===== config.mk =====
export PLATFORM = sky130hd
export DESIGN_NAME = frac_delay_acc
export DESIGN_NICKNAME = d
export VERILOG_FILES = /design/src/rtl/frac_acc_pkg.sv /design/src/rtl/frac_rst_sync.sv /design/src/rtl/frac_ratio_merge.sv /design/src/rtl/frac_phase_core.sv /design/src/rtl/frac_delay_acc.sv
export SDC_FILE = /design/constraint.sdc
export NUM_CORES = 1
export LEC_CHECK = 0
export BUFFER_PORTS_ARGS = -buffer_cell sky130_fd_sc_hd__buf_2
export CORE_ASPECT_RATIO = 0.5
export CORE_UTILIZATION = 50
export DETAILED_ROUTE_END_ITERATION = 8
export GPL_ROUTABILITY_DRIVEN = 1
export PLACE_DENSITY_LB_ADDON = 0.1
export SYNTH_ARGS = -nofsm -noshare
export SYNTH_HDL_FRONTEND = slang
export SYNTH_SLANG_ARGS = --single-unit

===== constraint.sdc =====
create_clock -name clk -period 4 [get_ports clk]
set_input_delay 0 -clock clk [delete_from_list [all_inputs] [get_ports clk]]
set_output_delay 0 -clock clk [all_outputs]
set_load 0.05 [all_outputs]

===== src/rtl/frac_acc_pkg.sv =====
package frac_acc_pkg;
  localparam int unsigned RATIO_W_DEF = 32;
  localparam int unsigned INT_W_DEF   = 2;
  localparam int unsigned DELAY_W_DEF = 12;
  localparam int unsigned CORR_W_DEF  = 32;
endpackage


===== src/rtl/frac_rst_sync.sv =====
module frac_rst_sync #(
  parameter int unsigned STAGES = 2
) (
  input  logic clk,
  input  logic rst_n,
  output logic rst_n_sync
);
  logic [STAGES-1:0] sync_q;

  always_ff @(posedge clk or negedge rst_n) begin
    if (!rst_n) sync_q <= '0;
    else        sync_q <= {sync_q[STAGES-2:0], 1'b1};
  end

  assign rst_n_sync = sync_q[STAGES-1];
endmodule


===== src/rtl/frac_ratio_merge.sv =====
module frac_ratio_merge #(
  parameter int unsigned RATIO_W = frac_acc_pkg::RATIO_W_DEF,
  parameter int unsigned CORR_W  = frac_acc_pkg::CORR_W_DEF
) (
  input  logic [RATIO_W-1:0] ratio,
  input  logic [CORR_W-1:0]  corr,
  input  logic               corr_en,
  output logic [RATIO_W-1:0] step
);
  localparam int unsigned SUM_W = RATIO_W + 2;

  logic [SUM_W-1:0] ext_ratio;
  logic [SUM_W-1:0] ext_corr;
  logic [SUM_W-1:0] raw_sum;

  always_comb begin
    ext_ratio = {2'b00, ratio};
    ext_corr  = {{(SUM_W-CORR_W){corr[CORR_W-1]}}, corr};
    raw_sum   = ext_ratio + ext_corr;
    if (!corr_en)                step = ratio;
    else if (raw_sum[SUM_W-1])   step = '0;
    else if (raw_sum[SUM_W-2])   step = '1;
    else                         step = raw_sum[RATIO_W-1:0];
  end

  always_comb begin
    if (corr_en && !corr[CORR_W-1]) begin

      pos_corr_no_drop_chk: assert (step >= ratio);
    end
    if (corr_en && corr[CORR_W-1]) begin

      neg_corr_no_rise_chk: assert (step <= ratio);
    end
  end
endmodule


===== src/rtl/frac_phase_core.sv =====
module frac_phase_core #(
  parameter int unsigned RATIO_W = frac_acc_pkg::RATIO_W_DEF,
  parameter int unsigned INT_W   = frac_acc_pkg::INT_W_DEF,
  parameter int unsigned DELAY_W = frac_acc_pkg::DELAY_W_DEF
) (
  input  logic               clk,
  input  logic               rst_n,
  input  logic               clr,
  input  logic               in_valid,
  input  logic [RATIO_W-1:0] step,
  output logic               out_valid,
  output logic [DELAY_W-1:0] out_delay,
  output logic [INT_W-1:0]   out_skip
);
  localparam int unsigned FRAC_W = RATIO_W - INT_W;
  localparam int unsigned ACC_W  = RATIO_W + 1;
  localparam int unsigned CAR_W  = INT_W + 1;

  logic [FRAC_W-1:0]  phase_q, phase_d;
  logic [INT_W-1:0]   skip_q, skip_d;
  logic               ov_q, ov_d;
  logic [DELAY_W-1:0] od_q, od_d;
  logic [INT_W-1:0]   os_q, os_d;
  logic               upd_en;
  logic               take;
  logic [ACC_W-1:0]   sum;
  logic [CAR_W-1:0]   carry;
  logic [CAR_W-1:0]   carry_m1;
  logic [INT_W-1:0]   skip_calc;

  always_comb begin
    take      = in_valid && (skip_q == '0);
    sum       = {1'b0, step} + {{CAR_W{1'b0}}, phase_q};
    carry     = sum[ACC_W-1:FRAC_W];
    carry_m1  = carry - CAR_W'(1);
    skip_calc = (carry == '0) ? '0 : carry_m1[INT_W-1:0];
  end

  always_comb begin
    phase_d = phase_q;
    skip_d  = skip_q;
    ov_d    = 1'b0;
    od_d    = od_q;
    os_d    = os_q;
    if (clr) begin
      phase_d = '0;
      skip_d  = '0;
      od_d    = '0;
      os_d    = '0;
    end else if (take) begin
      phase_d = sum[FRAC_W-1:0];
      skip_d  = skip_calc;
      ov_d    = 1'b1;
      od_d    = phase_q[FRAC_W-1 -: DELAY_W];
      os_d    = skip_calc;
    end else if (in_valid) begin
      skip_d  = skip_q - INT_W'(1);
    end
    upd_en = clr | in_valid | ov_q;
  end

  always_ff @(posedge clk or negedge rst_n) begin
    if (!rst_n) begin
      phase_q <= '0;
      skip_q  <= '0;
      ov_q    <= 1'b0;
      od_q    <= '0;
      os_q    <= '0;
    end else if (upd_en) begin
      phase_q <= phase_d;
      skip_q  <= skip_d;
      ov_q    <= ov_d;
      od_q    <= od_d;
      os_q    <= os_d;
    end
  end

  assign out_valid = ov_q;
  assign out_delay = od_q;
  assign out_skip  = os_q;


  out_valid_needs_input_chk: assert property (@(posedge clk) disable iff (!rst_n)
    ov_q |-> $past(in_valid && !clr));


  pending_skip_blocks_chk: assert property (@(posedge clk) disable iff (!rst_n)
    (in_valid && !clr && skip_q != '0) |=> !ov_q);


  clear_zeroes_chk: assert property (@(posedge clk) disable iff (!rst_n)
    clr |=> (!ov_q && phase_q == '0 && skip_q == '0));


  idle_holds_chk: assert property (@(posedge clk) disable iff (!rst_n)
    (!in_valid && !clr) |=> ($stable(phase_q) && $stable(skip_q) && !ov_q));
endmodule


===== src/rtl/frac_delay_acc.sv =====
module frac_delay_acc #(
  parameter int unsigned RATIO_W = frac_acc_pkg::RATIO_W_DEF,
  parameter int unsigned INT_W   = frac_acc_pkg::INT_W_DEF,
  parameter int unsigned DELAY_W = frac_acc_pkg::DELAY_W_DEF,
  parameter int unsigned CORR_W  = frac_acc_pkg::CORR_W_DEF
) (
  input  logic               clk,
  input  logic               rst_n,
  input  logic               clr,
  input  logic               in_valid,
  input  logic [RATIO_W-1:0] ratio,
  input  logic [CORR_W-1:0]  corr,
  input  logic               corr_en,
  output logic               out_valid,
  output logic [DELAY_W-1:0] out_delay,
  output logic [INT_W-1:0]   out_skip
);
  logic               rst_n_s;
  logic [RATIO_W-1:0] step;

  frac_rst_sync #(.STAGES(2)) u_rst (
    .clk        (clk),
    .rst_n      (rst_n),
    .rst_n_sync (rst_n_s)
  );

  frac_ratio_merge #(.RATIO_W(RATIO_W), .CORR_W(CORR_W)) u_merge (
    .ratio   (ratio),
    .corr    (corr),
    .corr_en (corr_en),
    .step    (step)
  );

  frac_phase_core #(.RATIO_W(RATIO_W), .INT_W(INT_W), .DELAY_W(DELAY_W)) u_core (
    .clk       (clk),
    .rst_n     (rst_n_s),
    .clr       (clr),
    .in_valid  (in_valid),
    .step      (step),
    .out_valid (out_valid),
    .out_delay (out_delay),
    .out_skip  (out_skip)
  );
endmodule


==> impl_metrics.py <==
metrics = {
    "outcome": {
        "status": "finished, violations left",
        "failed_checks": "DRC, setup timing",
    },
    "worst_setup_path": {
        "worstReg2RegStart": "u_core.phase_q[12]$_DFFE_PN0P_",
        "rrSetupSlack_ps": 340,
        "endpoint_kind": "flip-flop",
        "worst-setup-path-type": "in2reg",
        "startpoint_type": "input pin",
        "worstPathRequired_ps": 4220,
        "r2r_cells": 16,
        "r2r-end": "u_core.skip_q[0]$_DFFE_PN0P_",
        "critPathMaxFanout": 7,
        "arrival_ps": 5460,
    },
    "run": {
        "cap_viol_max_count": 0,
    },
    "cts": {
        "tritoncts": "done",
        "clkLatencyLatePin_ps": 290,
        "cts.sinks": 49,
        "clock-root-buffer": "clkbuf_16",
        "cts.path.max_buffers": 2,
        "clkTransAtPathRegs_ps": 70,
        "cts_buffers": 5,
        "h-tree-depth": 2,
    },
    "logic_synthesis": {
        "yosys.area.top_type_share_pct": 21.8,
        "synth_top_area_cell": "dfrtp_1",
        "synth_seq_area_share_pct": 21.8,
        "ys.flop_type": "dfrtp_1",
        "synth_fa_ha_area_share_pct": 15.6,
        "ys_ff_latch": 49,
        "syn-num-nets": 836,
        "synth_top_family_by_area": "compound AO/OA/AOI/OAI gates",
        "synth_area_leaders": "dfrtp_1 22%, ha_1 15%, o21ai_0 6.0%, a21o_1 5.2%, a21oi_1 4.6%",
        "yosys_warnings": 0,
        "synth_edf_count": 0,
        "ys_types": 69,
        "async_reset_ff_share_pct": 100,
        "postSynthCellCount": 698,
        "synthMuxAreaShare_pct": 0.911,
        "synth-compound-area-share_pct": 34.5,
        "syn_area_per_cell_um2": 8.07,
        "synthSimpleGateAreaFrac_pct": 15.2,
        "yosys.area_share.xor_xnor_pct": 7.47,
        "synth_area_um2": 5630,
    },
    "place": {
        "placed_cell_area_um2": 7920,
        "dp_hpwl_mm": 15.0,
        "place_congestion": 0.941,
        "portBuffers": 83,
    },
    "global_routing": {
        "grt_max_degree": 48,
        "grt_pass1_wl_mm": 32.2,
        "antenna_found_initial": 0,
        "grt-ovfl-total": 0,
        "grt_util_all_layers_pct": 34.0,
        "grt_pass1_vias": 6564,
    },
    "floorplanning": {
        "coreArea_um2": 10600,
        "die_area_um2": 11700,
        "die_h_um": 77.0,
        "die_w_um": 152,
        "initial_core_util_pct": 53.3,
        "boundaryPins": 84,
        "num_rows": 26,
    },
    "drt": {
        "route.detailed.drc": 11,
        "vias": 6986,
        "drt_iter0_drc": 763,
        "routed_wl_mm": 21.4,
        "wl_per_cell_um": 18.6,
        "vias_per_cell": 6.08,
        "ant_nets": 0,
        "drtPass1Iterations": 8,
    },
    "worst_hold_path": {
        "hp-class": "in2async",
    },
    "sta": {
        "finalCriticalPeriod_ps": 5240,
        "rsz0062_at_grt": "yes",
        "fmax_mhz": 191,
        "tightest_slew_ps": 1060,
        "skew_ps": 4.43,
        "setup_ws_ps": -1240,
        "min_period_over_period_pct": 131,
        "tns_ps": -8830,
        "final_hold_viol_count": 0,
        "slew_headroom_pct": 29.6,
        "slew_viol_final": 0,
        "setup_viol": 18,
    },
    "layout": {
        "layout-drive-gt1-share_pct": 42.8,
        "final_common_cell": "buf_4",
        "fin_nets": 1146,
        "final_cell_mix": "232 x buf_4, 79 x buf_2, 53 x nand2_1",
        "fillers": 642,
        "utilization_pct": 82.9,
        "diodes": 0,
        "post-route-cell-area_um2": 8770,
        "syn2layout_area_growth_pct": 55.7,
    },
    "power_and_ir_drop": {
        "power.density_nw_per_um2": 356,
        "power_mw": 3.12,
        "ir_drop_mv": 0.235,
        "p_leak_nw": 4.45,
    },
}
metrics by stage:
step                      setup slack [ps]  hold WS, ps  std cells
after floorplan                       -853         -296        698
after global placement               -1210         -215       1108
after detailed placement             -1370         -212       1108
after CTS                             -825         13.8       1142
after global routing                 -1410         26.1       1149
final                                -1240         21.2       1149
layer usage:
metal	global-route usage, %	up-vias	share of wire (%)
li1	-	3237	-
met1	48.8	3285	43
met2	54.7	397	43
met3	5.54	67	11
met4	4.80	0	2.8
met5	0	-	0
worst max-delay path: stages:
cell and delay [ps]:
buf_6 100, ha_4 250, a21o_1 200, a311o_1 310, a221oi_2 360, a31o_1 290
and3_4 250, nor2_4 60, buf_4 140, o211ai_1 220, o21ai_0 160, ha_1 230
a21o_1 180, a21o_1 170, a221o_1 400, o21ai_2 250, a22oi_2 110, a41oi_2 200
a21oi_2 100, a21oi_1 180, nor2_1 80, xnor2_1 130, ha_2 190, or4b_1 520
o211ai_1 150, a311oi_2 80, a21oi_1 130
cells in the mapped netlist (3+ instances only):
cell	instances
o21ai_0	68
ha_1	67
nand2_1	55
a21oi_1	52
dfrtp_1	49
a21o_1	39
nor2_1	38
inv_1	37
xnor2_1	27
clkbuf_1	23
o211ai_1	22
xor2_1	21
nor3_1	15
a22o_1	14
nand3_1	14
nand2b_1	12
a211oi_1	10
o21a_1	9
o2bb2ai_1	9
a31oi_1	7
and2_1	7
and3_1	7
o31ai_1	7
nor2b_1	6
o21ai_1	6
or3_1	5
and4_1	4
mux2i_1	4
o21bai_1	4
a211o_1	3
a21boi_0	3
a32o_1	3
a41oi_1	3
nand4_1	3
o22ai_1	3
kinds of logic after synthesis:
kind of cell    after synthesis
mux                           5
compound gates              287
simple gates                175
xor+xnor                     48
buf+inv                      64
fa+ha+maj                    69
flops                        49
other cells                   1
worst max-delay path by stage:
stage | from | end | slack (ps) | cells after the start
finish | ratio[19] | u_core.skip_q[0]$_DFFE_PN0P_ | -1240 | 27
global route | ratio[0] | u_core.skip_q[0]$_DFFE_PN0P_ | -1410 | 28
CTS | ratio[15] | u_core.skip_q[0]$_DFFE_PN0P_ | -820 | 27
detailed placement | ratio[0] | u_core.skip_q[0]$_DFFE_PN0P_ | -1370 | 26
global placement | ratio[0] | u_core.out_skip[0]$_DFFE_PN0P_ | -1210 | 26
floorplan | ratio[19] | u_core.skip_q[0]$_DFFE_PN0P_ | -850 | 27
power breakdown:
group | switching, mW | internal [mW] | total, mW
Clock | 0.194 | 0.297 | 0.491
Combinational | 1.02 | 0.941 | 1.96
Sequential | 0.0861 | 0.577 | 0.663
what timing repair did:
item,CTS,global route
cloned,1,0
setup buffers,23,15
pin swaps,15,38
hold buffers,2,0
gates resized for setup,43,72
endpoints found under the hold margin,3,0
setup endpoints to repair,18,24
state kept, by name, summed over array words and instances, names as in the netlist:
register and flops:
u_rst.sync_q 2, u_core.phase_q 30, u_core.out_skip 2, u_core.out_valid 1
u_core.out_delay 12, u_core.skip_q 2
final cells by class:
cell class | count | area (um^2) | area share (%)
Sequential cell | 49 | 1230 | 14.0
Multi-Input combinational cell | 586 | 4710 | 53.7
Inverter | 38 | 143 | 1.63
Timing Repair Buffer | 328 | 2350 | 26.8
Clock inverter | 2 | 38.8 | 0.442
Tap cell | 140 | 175 | 2.00
Clock buffer | 6 | 129 | 1.47
(Power assumes the default switching activity.)
